$ cat config.mk
export PLATFORM = sky130hd
export DESIGN_NAME = i2cFlagTop
export DESIGN_NICKNAME = d
export VERILOG_FILES = /design/src/rtl/i2cFlagPkg.sv /design/src/rtl/i2cFlagCtrl.sv /design/src/rtl/i2cFlagPath.sv /design/src/rtl/i2cFlagTop.sv
export SDC_FILE = /design/constraint.sdc
export NUM_CORES = 1
export LEC_CHECK = 0
export BUFFER_PORTS_ARGS = -buffer_cell sky130_fd_sc_hd__buf_4
export CORE_AREA = 2 2 39 41
export CTS_BUF_LIST = sky130_fd_sc_hd__clkbuf_2
export DETAILED_ROUTE_END_ITERATION = 16
export DIE_AREA = 0 0 41 43
export PLACE_DENSITY = 0.72
export SETUP_SLACK_MARGIN = 0.1
export SYNTH_ARGS = -nofsm -noshare
export SYNTH_HDL_FRONTEND = slang
export SYNTH_HIERARCHICAL = 1
export SYNTH_SLANG_ARGS = --single-unit
$ cat constraint.sdc
create_clock -name clk -period 0.8 [get_ports clk]
set_clock_uncertainty 0.1 [all_clocks]
set_input_delay 0.04 -clock clk [delete_from_list [all_inputs] [get_ports clk]]
set_output_delay 0.04 -clock clk [all_outputs]
set_load 0.005 [all_outputs]
$ cat src/rtl/i2cFlagPkg.sv
package i2cFlagPkg;
  // Strobes from command decode to the flag registers
  typedef struct packed {
    logic clrDone;  // any command write
    logic clrErr;   // error-clearing command code
    logic clrAll;   // software reset
  } flagStrobeT;
endpackage

$ cat src/rtl/i2cFlagCtrl.sv
module i2cFlagCtrl
  import i2cFlagPkg::*;
#(
  parameter int CMD_W = 3,
  parameter logic [CMD_W-1:0] CLR_CODE_A = '0,
  parameter logic [CMD_W-1:0] CLR_CODE_B = '1
) (
  input  logic             cmdWrEn,
  input  logic [CMD_W-1:0] cmdCode,
  input  logic             swReset,
  output flagStrobeT       strobes
);
  logic isClrCode;

  always_comb begin
    isClrCode       = (cmdCode == CLR_CODE_A) || (cmdCode == CLR_CODE_B);
    strobes.clrAll  = swReset;
    strobes.clrDone = cmdWrEn;
    strobes.clrErr  = cmdWrEn && isClrCode;
  end
endmodule

$ cat src/rtl/i2cFlagPath.sv
module i2cFlagPath
  import i2cFlagPkg::*;
#(
  parameter int N_ERR = 5
) (
  input  logic             clk,
  input  logic             rstN,
  input  flagStrobeT       strobes,
  input  logic [N_ERR-1:0] errEvt,
  input  logic             xferDone,
  input  logic             localBusy,
  input  logic             busBusy,
  output logic [N_ERR-1:0] errFlags,
  output logic             doneFlag,
  output logic             localFlag,
  output logic             busyFlag
);
  // Sticky error flags: software reset first, then set, then clear
  for (genvar i = 0; i < N_ERR; i++) begin : gErr
    always_ff @(posedge clk or negedge rstN) begin
      if (!rstN)                errFlags[i] <= 1'b0;
      else if (strobes.clrAll)  errFlags[i] <= 1'b0;
      else if (errEvt[i])       errFlags[i] <= 1'b1;
      else if (strobes.clrErr)  errFlags[i] <= 1'b0;
    end

    // flag holds without a clearing strobe
    assert_err_sticky_R3: assert property (@(posedge clk) disable iff (!rstN)
      errFlags[i] && !strobes.clrErr && !strobes.clrAll |=> errFlags[i]);
    // event beats command clear
    assert_set_wins_R7: assert property (@(posedge clk) disable iff (!rstN)
      errEvt[i] && !strobes.clrAll |=> errFlags[i]);
  end

  always_ff @(posedge clk or negedge rstN) begin
    if (!rstN)                doneFlag <= 1'b0;
    else if (strobes.clrAll)  doneFlag <= 1'b0;
    else if (xferDone)        doneFlag <= 1'b1;
    else if (strobes.clrDone) doneFlag <= 1'b0;
  end

  always_ff @(posedge clk or negedge rstN) begin
    if (!rstN) begin
      localFlag <= 1'b0;
      busyFlag  <= 1'b0;
    end else begin
      localFlag <= localBusy && !strobes.clrAll;
      busyFlag  <= busBusy && !strobes.clrAll;
    end
  end

  // a command write without completion drops the done flag
  assert_done_clear_R6: assert property (@(posedge clk) disable iff (!rstN)
    strobes.clrDone && !xferDone |=> !doneFlag);
endmodule

$ cat src/rtl/i2cFlagTop.sv
module i2cFlagTop
  import i2cFlagPkg::*;
#(
  parameter int CMD_W  = 3,
  parameter int BYTE_W = 8
) (
  input  logic             clk,
  input  logic             rstN,
  input  logic             cmdWrEn,
  input  logic [CMD_W-1:0] cmdCode,
  input  logic             swReset,
  input  logic             xferDone,
  input  logic             nackEvt,
  input  logic             startErrEvt,
  input  logic             stopErrEvt,
  input  logic             misAEvt,
  input  logic             misBEvt,
  input  logic             localBusy,
  input  logic             busBusy,
  output logic [BYTE_W-1:0] statusByte,
  output logic [BYTE_W-1:0] errByte
);
  localparam int N_ERR = 5;
  localparam int ST_W  = 4;

  flagStrobeT       strobes;
  logic [N_ERR-1:0] errFlags;
  logic             doneFlag, localFlag, busyFlag;

  i2cFlagCtrl #(.CMD_W(CMD_W)) u_ctrl (
    .cmdWrEn (cmdWrEn),
    .cmdCode (cmdCode),
    .swReset (swReset),
    .strobes (strobes)
  );

  i2cFlagPath #(.N_ERR(N_ERR)) u_path (
    .clk       (clk),
    .rstN      (rstN),
    .strobes   (strobes),
    .errEvt    ({nackEvt, startErrEvt, stopErrEvt, misAEvt, misBEvt}),
    .xferDone  (xferDone),
    .localBusy (localBusy),
    .busBusy   (busBusy),
    .errFlags  (errFlags),
    .doneFlag  (doneFlag),
    .localFlag (localFlag),
    .busyFlag  (busyFlag)
  );

  always_comb begin
    statusByte = '0;
    statusByte[ST_W-1:0] = {localFlag, busyFlag, |errFlags, doneFlag};
    errByte = '0;
    errByte[N_ERR-1:0] = errFlags;
  end

  // software reset empties both bytes
  assert_swreset_clears_R8: assert property (@(posedge clk) disable iff (!rstN)
    swReset |=> (statusByte == '0) && (errByte == '0));
  // non-clearing code keeps the NACK flag
  assert_keep_nack_R5: assert property (@(posedge clk) disable iff (!rstN)
    cmdWrEn && cmdCode != 3'b000 && cmdCode != 3'b111 && !swReset && errByte[4]
    |=> errByte[4]);
  // unused bits stay zero
  always_comb begin
    assert_spare_zero_R1: assert (statusByte[BYTE_W-1:ST_W] == '0);
    assert_spare_zero_R2: assert (errByte[BYTE_W-1:N_ERR] == '0);
  end
endmodule

Yosys cells after proc, flatten, opt, wreduce, memory -nomap -nowiden
Index checks and enable logic that the tools add are counted.

word-level totals
  flip-flop bits (word level) = 8
  input port bits = 15
  output and inout port bits = 16
  logic and storage cells = 36

operators by class
  equality and inequality tests = 1
  muxes and demuxes = 14
  reduce and logical (&&, ||, !) cells = 13

operator list
  cell                  count
  $reduce_bool A3 Y1    6
  $mux W1               14
  $reduce_or A5 Y1      1
  $eq A3 B3 Y1 const B  1
  $logic_and A1 B1 Y1   3
  $logic_not A3 Y1      1
  $logic_not A1 Y1      1
  $logic_or A1 B1 Y1    1

Longest topological paths before layout
Gate-level depths: netlist of run 1.

  depth after elaboration = 6
  mapped depth = 4
  depth with buffers taken out = 4

Modules after synthesis
Netlist of run 1, hierarchy kept.

by module, submodules not included
  module       times used  cells an instance  area each (sq um)  seq. area each (sq um)
  i2cFlagPath  1           28                 302.8              200.2
  i2cFlagTop   1           14                 91.3               0.0
  i2cFlagCtrl  1           5                  33.8               0.0

Least setup slack after synthesis of run 1
OpenSTA, ideal clock, no wires.

  kind = input port to flip-flop
  from = input port cmdCode[0]
  to = register u_path.errFlags[1]
  library setup time = 120 ps
  arrival time = 772 ps
  required time = 580 ps
  path slack = -192 ps
  cell stages on the path = 4
  buffers on the path = 0
  path through = or3_1 -> a21boi_1 -> nand2b_1 -> a21oi_1

RTL lines
  element                          line               text
  from (decl)                      i2cFlagTop.sv:10   input logic [CMD_W-1:0] cmdCode,
  to (signal, indexed assignment)  i2cFlagPath.sv:21  if (!rstN) errFlags[i] <= 1'b0;
  to (signal, indexed assignment)  i2cFlagPath.sv:22  else if (strobes.clrAll) errFlags[i] <= 1'b0;
  to (signal, indexed assignment)  i2cFlagPath.sv:23  else if (errEvt[i]) errFlags[i] <= 1'b1;
  to (decl)                        i2cFlagPath.sv:13  output logic [N_ERR-1:0] errFlags,

Worst setup path after layout of run 1
  from = register u_path.errFlags[4]
  to = output port statusByte[1]

on the way
  word-level cells in the longest chain between the ends = 1

RTL lines
  element           line              text
  $reduce_or A5 Y1  i2cFlagTop.sv:53  statusByte[ST_W-1:0] = {localFlag, busyFlag, |errFlags, doneFlag};
  to (decl)         i2cFlagTop.sv:20  output logic [BYTE_W-1:0] statusByte,

No other way between the ends.

==> results of run 1 <==
-- through the flow --
stage | power (mW) | utilization | TNS (ps) | hold WS [ps]
floorplan | 0.554 | - | -735 | -356
global placement | 0.645 | 0.424 | -1720 | -238
detailed placement | 0.648 | 0.424 | -1740 | -235
CTS | 0.935 | 0.490 | -1970 | -97.2
global route | 0.994 | 0.511 | -2430 | -82.4
finish | 0.941 | 0.511 | -2010 | -77.4
-- logic make-up after synthesis --
group	count (synthesis)	share of synthesized area
buf+inv	18	0.263
simple gates	13	0.172
flops	8	0.468
compound gates	7	0.0877
other cells	1	0.00876
-- placed cells by master, fill, tap and decap left out, drive strengths merged, types with 2 or more instances in the layout --
master,synthesis,final
a21oi,6,6
buf,12,27
clkbuf,0,3
conb,1,7
dfrtp,8,8
inv,6,6
nand2b,6,6
nor2b,2,2
-- what timing repair did --
item	4_1_cts	5_1_grt
endpoints found under the setup margin	15	15
endpoints found under the hold margin	16	8
pin swaps	4	4
gates resized for setup	15	7
-- power by group through the flow --
stage / Clock (mW) / Combinational (mW) / Sequential (mW)
finish: 0.235 / 0.251 / 0.455
CTS: 0.249 / 0.234 / 0.452
global placement: 0 / 0.194 / 0.452
detailed placement: 0 / 0.196 / 0.452
floorplan: 0 / 0.0997 / 0.454
global route: 0.258 / 0.277 / 0.459
-- path summary, 6_finish.rpt --
path,startpoint,cells past startpoint,slack (ps),to
max,u_path/errFlags[4],3,-360,statusByte[1]
min,swReset,2,-80,u_path/errFlags[3]
max reg2reg,u_path/errFlags[0],3,-60,u_path/errFlags[0]
min reg2reg,u_path/doneFlag,2,450,u_path/doneFlag
max in group asynchronous,rstN,2,420,u_path/errFlags[3]
min in group asynchronous,rstN,2,40,u_path/errFlags[0]
-- final cells by class --
cell class	count	area, µm²	area share
Inverter	6	22.5	0.0319
Clock buffer	3	15.0	0.0212
Tap cell	16	20.0	0.0283
Sequential cell	8	203	0.287
Multi-Input combinational cell	27	193	0.273
Timing Repair Buffer	28	254	0.359
-- registers in the layout, indices dropped and copies added (netlist names) --
name / flops
u_path/busyFlag: 1
u_path/errFlags: 5
u_path/localFlag: 1
u_path/doneFlag: 1
-- per-layer routing --
| layer | track usage | vias up | share of wire |
|---|---|---|---|
| met5 | 0 | - | 0 |
| met2 | 0.197 | 22 | 0.52 |
| met4 | 0.0800 | 0 | 0 |
| li1 | - | 177 | - |
| met3 | 0.0157 | 0 | 0.11 |
| met1 | 0.151 | 178 | 0.37 |
==> results.cfg, run 1 <==
[placement]
hpwlAfterDp_um = 632
gp_congestion = 0.642
place_area_um2 = 587
port_buffers = 23
pre_cts_slack_ps = -337
dp_cells = 84

[worst_setup_path]
startpoint_type = register
crit_family = flip-flops
path_cells = nor3_2 > nand2_1 > buf_4
crit_slowest_cell = dfrtp_1
critPathRequiredTime_ps = 660
critPathMaxStageDelay_ps = 390
critPathMaxFanout = 2
crit_buf_inv = 1
end_kind = output pin
path_class = register to output pin
arrival_ps = 1020

[final_layout]
diodes = 0
fin_nets = 89
drive_above_1_share = 0.569
final_cells = 88
fin_area_um2 = 707
fillers = 146
area_growth_pct = 65.2

[pwr]
p_sw_frac = 0.260
powerDensity_nw_per_um2 = 1330
p_switching_uw = 244
p_int_uw = 697
clockPowerShare = 0.250
ir_worst_vdd_uv = 840
p_leak_nw = 0.365
pwr-share-seq = 0.484
combPwrFrac = 0.267

[detailed_routing]
totalWireLength_um = 932
drtIter0Drc = 1
num_vias = 377
wl_per_cell_um = 10.6
ant_nets = 0
route.detailed.drc = 0
dr.pass1.iters = 4
routed_via_density = 4.28

[yosys]
synth.top_cell.area_share = 0.468
yosys_warnings = 6
synth.area.top_cells = dfrtp_1 (47%), buf_4 (21%), nand2b_1 (8.8%)
ys.flop_type = dfrtp_1
synth-edff-count = 0
synthArstFlopShare = 1.00
synth-seq-cells = 8
ys_seq_area_frac = 0.468
synth.most_common_cell = buf_4
yosysTopAreaCell = dfrtp_1
synth_cell_type_count = 13
synth_commonest_cells = buf_4 (12), dfrtp_1 (8), a21oi_1 (6), inv_1 (6), nand2b_1 (6)
avgSynthCellArea_um2 = 9.10
synth_area_um2 = 428
netlist_instances = 47

[clock_network]
cts_tree = done
postCtsHoldBufs = 1
clk_path_buf_depth = 2
h-tree-depth = 1
clkLatencyLatePin_ps = 230
root_buffer = clkbuf_2
cts.sinks = 8
path_clk_slew_ps = 80
post_cts_buffers = 0
cts_inserted_buffers = 3

[timing]
rsz0062_at_grt = true
setup_violations = 14
fmax_ghz = 0.863
final.setup.worst_slack_ps = -359
hold_ws_ps = -77.4
slew_viol_final = 0
hold_viol = 8
fin_crit_ps = 1160
fin_crit_sh = 1.45

[status]
status = finished, violations left
violations = hold timing, setup timing

[floorplan]
dieArea_um2 = 1760
ios = 31
die_y_um = 43
core_um2 = 1380
floorplan.initialDensity = 0.309
dieWidth_um = 41
rows = 14

[hold_path]
hp-class = input pin to register

[grt]
antenna_found_initial = 0
grt_overflow = 0
grt_max_degree = 9
grt_pass1_vias = 405
grt.total_usage = 0.125
grt_pass1_wl_mm = 1.51

[job]
drv_cap = 0
Note: power is estimated with default switching activity, not from simulation.
==> run 2: changes to the inputs <==
==> constraint.sdc (replaced) <==
create_clock -name clk -period 0.8 [get_ports clk]
set_clock_uncertainty 0.1 [all_clocks]
set_input_delay 0.04 -clock clk [delete_from_list [all_inputs] [get_ports clk]]
set_output_delay 0.04 -clock clk [all_outputs]
set_load 0.1 [all_outputs]
==> run 2 against run 1 <==
- the flow still finishes with violations (hold timing, setup timing)
- combinational power rose to 2.9 times the previous value
- setup slack got worse by 170 ps
- cell count rose by 5.7%
- largest cell class unchanged
- worst hold slack worse by 9.4 ps
- fmax is 13% lower
- sequential share of layout area decreased by 3.4 points
- non-clock buffer count is 4 higher
==> results.cfg, run 2 (same netlist as run 1, synthesis figures left out) <==
[status]
status = finished, violations left
violations = hold timing, setup timing

[floorplan]
floorplan.initialDensity = 0.309
die_y_um = 43
dieArea_um2 = 1760
ios = 31
core_um2 = 1380
dieWidth_um = 41
rows = 14

[final_layout]
fin_nets = 93
top_register = u_path/errFlags
area_growth_pct = 102
layout_commonest_cell = buf_4
diodes = 0
largest_reg_flops = 5
drive_above_1_share = 0.675
layout_common_cells = buf_4 (16), conb_1 (7), buf_12 (7)

[clock_network]
h-tree-depth = 1
clk_path_buf_depth = 2
cts_tree = done
path_clk_slew_ps = 90
clkLatencyLatePin_ps = 230
postCtsHoldBufs = 1
root_buffer = clkbuf_2
cts_inserted_buffers = 3
cts.sinks = 8

[job]
drv_cap = 0

[placement]
hpwlAfterDp_um = 685
pre_cts_slack_ps = -363
gp_congestion = 0.618
port_buffers = 23

[timing]
hold_ws_ps = -86.8
slew_viol_final = 0
rsz0062_at_grt = true
fmax_ghz = 0.750
final.setup.worst_slack_ps = -533
fin_crit_ps = 1330
fin_tns_setup_ps = -4080
setup_violations = 14
hold_viol = 8
fin_crit_sh = 1.67

[detailed_routing]
routed_via_density = 4.12
num_vias = 383
route.detailed.drc = 0
wl_per_cell_um = 12.3
dr.pass1.iters = 2
totalWireLength_mm = 1.14
ant_nets = 0
drtIter0Drc = 3

[hold_path]
hold_start = swReset
hp-class = input pin to register

[worst_setup_path]
timing.rr.start = u_path/errFlags[4]
arrival_ps = 1190
critPathRequiredTime_ps = 660
startpoint_type = register
critPathMaxFanout = 2
path_class = register to output pin
setup.worst_path.start = u_path/errFlags[4]
end_kind = output pin

[grt]
grt_pass1_wl_mm = 1.51
grt.total_usage = 0.136
grt_pass1_vias = 374
grt_max_degree = 9
antenna_found_initial = 0
grt_overflow = 0

[pwr]
powerDensity_nw_per_um2 = 1720
p_leak_nw = 0.423
ir_worst_vdd_uv = 744
==> run 2: path summary, 6_finish.rpt <==
path	end	slack (ps)	cells after the start
hold reg to reg	u_path/doneFlag	500	2
setup reg to reg	u_path/errFlags[4]	-310	4
setup / recovery	statusByte[1]	-530	3
min in group asynchronous	u_path/errFlags[3]	30	2
hold / removal	u_path/errFlags[3]	-90	2
max in group asynchronous	u_path/errFlags[0]	410	2
==> run 2: layout make-up <==
cell class                      instances  area, µm²
Timing Repair Buffer                   32        368
Clock buffer                            4       20.0
Fill cell                             110        518
Sequential cell                         8        219
Multi-Input combinational cell         27        216
Tap cell                               16       20.0
Inverter                                6       22.5
==> run 2: worst max-delay path: stages (launching register included) <==
cell     delay [ps]
dfrtp_4         500
nor3_4          220
nand2_4          70
buf_12          160
==> run 2: through the flow <==
| step | cells | hold slack, ps | total power [mW] | utilization | area (µm²) |
|---|---|---|---|---|---|
| finish | 93 | -86.8 | 1.49 | 0.626 | 866 |
| global route | 93 | -112 | 1.55 | 0.626 | 866 |
| floorplan | 53 | -356 | 0.949 | - | 503 |
| detailed placement | 85 | -235 | 1.04 | 0.457 | 632 |
| CTS | 91 | -119 | 1.44 | 0.577 | 798 |
| global placement | 85 | -237 | 1.04 | 0.457 | 632 |
==> run 2: repair_timing <==
action | CTS | global route
endpoints found under the hold margin | 16 | 8
resized for setup | 31 | 13
setup endpoints to repair | 15 | 15
pin swaps | 2 | 3
setup buffers | 1 | 5
==> run 2: metal layers <==
metal	GRT usage	wire, µm	vias up
li1	-	-	185
met1	0.142	431	181
met2	0.219	630	15
met3	0.0471	73	2
met4	0.0800	8	0
met5	0	0	-
==> run 2: power by group <==
| group | leakage (nW) | internal [mW] | switching (mW) |
|---|---|---|---|
| Sequential | 0.0948 | 0.441 | 0.0251 |
| Combinational | 0.311 | 0.257 | 0.482 |
| Clock | 0.0166 | 0.133 | 0.152 |
==> run 3: changes to the inputs <==
--- a/config.mk
+++ b/config.mk
@@ -5,12 +5,13 @@
 export SDC_FILE = /design/constraint.sdc
 export NUM_CORES = 1
 export LEC_CHECK = 0
+export ABC_AREA = 1
 export BUFFER_PORTS_ARGS = -buffer_cell sky130_fd_sc_hd__buf_4
 export CORE_AREA = 2 2 39 41
 export CTS_BUF_LIST = sky130_fd_sc_hd__clkbuf_2
 export DETAILED_ROUTE_END_ITERATION = 16
 export DIE_AREA = 0 0 41 43
-export PLACE_DENSITY = 0.72
+export PLACE_DENSITY = 0.76
 export SETUP_SLACK_MARGIN = 0.1
 export SYNTH_ARGS = -nofsm -noshare
 export SYNTH_HDL_FRONTEND = slang
==> run 3 against run 2 <==
- the run still ends with hold timing, setup timing left
- design area is 3.0% higher
- sequential share of layout area down 0.74 points
- worst hold slack gained 28 ps
- critical path depth is the same
- via count rose by 8.6%
- fmax rose by 5.7%
- sequential power is 1% higher
- largest cell class unchanged
- largest power group unchanged
- non-clock buffer count grew 1
- routed wire length increased by 10%
- flip-flop and latch count unchanged
- cell count up 9.7%
==> results.cfg, run 3 <==
[status]
status = finished, violations left
violations = hold timing, setup timing

[yosys]
avgSynthCellArea_um2 = 8.38
netlist_instances = 56
synth_area_um2 = 469
synth.area.top_cells = dfrtp_1 (43%), buf_4 (19%), a21oi_2 (11%)
synth_commonest_cells = buf_4 (12), inv_1 (10), nand2_1 (9)
yosys_warnings = 6
synth-seq-cells = 8
synth.top_cell.area_share = 0.427
synth.most_common_cell = buf_4
ys.flop_type = dfrtp_1
synth_cell_type_count = 11
synth-edff-count = 0
yosysTopAreaCell = dfrtp_1
ys_seq_area_frac = 0.427
synthArstFlopShare = 1.00

[grt]
grt_max_degree = 9
grt.total_usage = 0.175
grt_overflow = 0
antenna_found_initial = 0
grt_pass1_wl_mm = 1.99
grt_pass1_vias = 463

[clock_network]
h-tree-depth = 1
clk_path_buf_depth = 2
clkLatencyLatePin_ps = 230
root_buffer = clkbuf_2
postCtsHoldBufs = 1
cts_inserted_buffers = 3
cts.sinks = 8
cts_tree = done
path_clk_slew_ps = 90

[floorplan]
rows = 14
floorplan.initialDensity = 0.339
ios = 31
dieWidth_um = 41
core_um2 = 1380
die_y_um = 43
dieArea_um2 = 1760

[timing]
hold_ws_ps = -58.9
rsz0062_at_grt = true
fin_crit_sh = 1.58
fmax_ghz = 0.793
slew_viol_final = 0
final.setup.worst_slack_ps = -461
setup_violations = 15
fin_tns_setup_ps = -3910
fin_crit_ps = 1260
hold_viol = 8

[hold_path]
hp-class = input pin to register
holdPathStages = 2

[pwr]
power_mw = 1.50
combPwrFrac = 0.506
p_switching_uw = 669
p_int_uw = 832
p_leak_nw = 0.453
ir_worst_vdd_uv = 870
p_sw_frac = 0.446
powerDensity_nw_per_um2 = 1680
pwr-share-seq = 0.314
clockPowerShare = 0.180

[placement]
gp_congestion = 0.650
port_buffers = 23
pre_cts_slack_ps = -262
hpwlAfterDp_um = 781

[final_layout]
largest_reg_flops = 5
layout_commonest_cell = buf_4
utilization = 0.645
diodes = 0
layout_common_cells = buf_4 (17), inv_1 (10), buf_12 (9)
top_register = u_path/errFlags
fin_nets = 102
drive_above_1_share = 0.686
area_growth_pct = 90.1

[worst_setup_path]
critPathMaxFanout = 2
ff2ff_path_depth = 4
path_cells = nor2_4 > nand3_4 > buf_12
startpoint_type = register
crit_slowest_cell = dfrtp_4
crit_family = flip-flops
path_depth = 3
critPathMaxStageDelay_ps = 500
end_kind = output pin
path_class = register to output pin
crit_buf_inv = 1
critPathRequiredTime_ps = 660
arrival_ps = 1120

[detailed_routing]
dr.pass1.iters = 1
routed_via_density = 4.08
ant_nets = 0
totalWireLength_mm = 1.26
drtIter0Drc = 0
wl_per_cell_um = 12.4
route.detailed.drc = 0
num_vias = 416

[job]
drv_cap = 0
[run 3: cell type report]
| type | instances | area [µm²] |
|---|---|---|
| Tap cell | 16 | 20.0 |
| Timing Repair Buffer | 33 | 385 |
| Clock buffer | 4 | 20.0 |
| Sequential cell | 8 | 219 |
| Inverter | 11 | 41.3 |
| Multi-Input combinational cell | 30 | 206 |
| Fill cell | 96 | 492 |
[run 3: cells by family after synthesis]
kind of cell	Yosys count	synth area share
other cells	1	0.00799
flops	8	0.427
compound gates	6	0.112
buf+inv	24	0.304
simple gates	17	0.149
[run 3: power groups by stage]
stage | sequential [mW] | clock (mW) | combinational (mW)
2_1_floorplan | 0.607 | 0 | 0.379
3_3_place_gp | 0.469 | 0 | 0.601
3_5_place_dp | 0.471 | 0 | 0.610
4_1_cts | 0.466 | 0.286 | 0.729
5_1_grt | 0.474 | 0.322 | 0.791
6_report | 0.472 | 0.270 | 0.760
[run 3: what timing repair did]
action,4_1_cts,5_1_grt
endpoints found under the setup margin,15,15
buffers inserted,3,2
pin swaps,3,3
endpoints found under the hold margin,16,8
gates resized for setup,30,10
[run 3: through the flow]
stage / instance area (µm²) / cells / hold WS (ps)
final: 892 / 102 / -58.9
after global routing: 892 / 102 / -90.2
after CTS: 848 / 101 / -75.1
after detailed placement: 674 / 93 / -236
after global placement: 674 / 93 / -238
after floorplan: 557 / 62 / -356
[run 3: worst paths after layout]
path	from	end	slack, ps
max reg2reg	u_path/errFlags[0]	u_path/errFlags[0]	-290
max	u_path/errFlags[1]	statusByte[1]	-460
min in group asynchronous	rstN	u_path/doneFlag	50
max in group asynchronous	rstN	u_path/errFlags[3]	380
min	swReset	u_path/errFlags[1]	-60
min reg2reg	u_path/doneFlag	u_path/doneFlag	580
[run 3: metal layers]
metal / wire [µm] / global-route usage / up-vias
met4: 14 / 0.0800 / 0
met1: 458 / 0.166 / 193
met2: 712 / 0.322 / 18
li1: - / - / 203
met5: 0 / 0 / -
met3: 75 / 0.0419 / 2
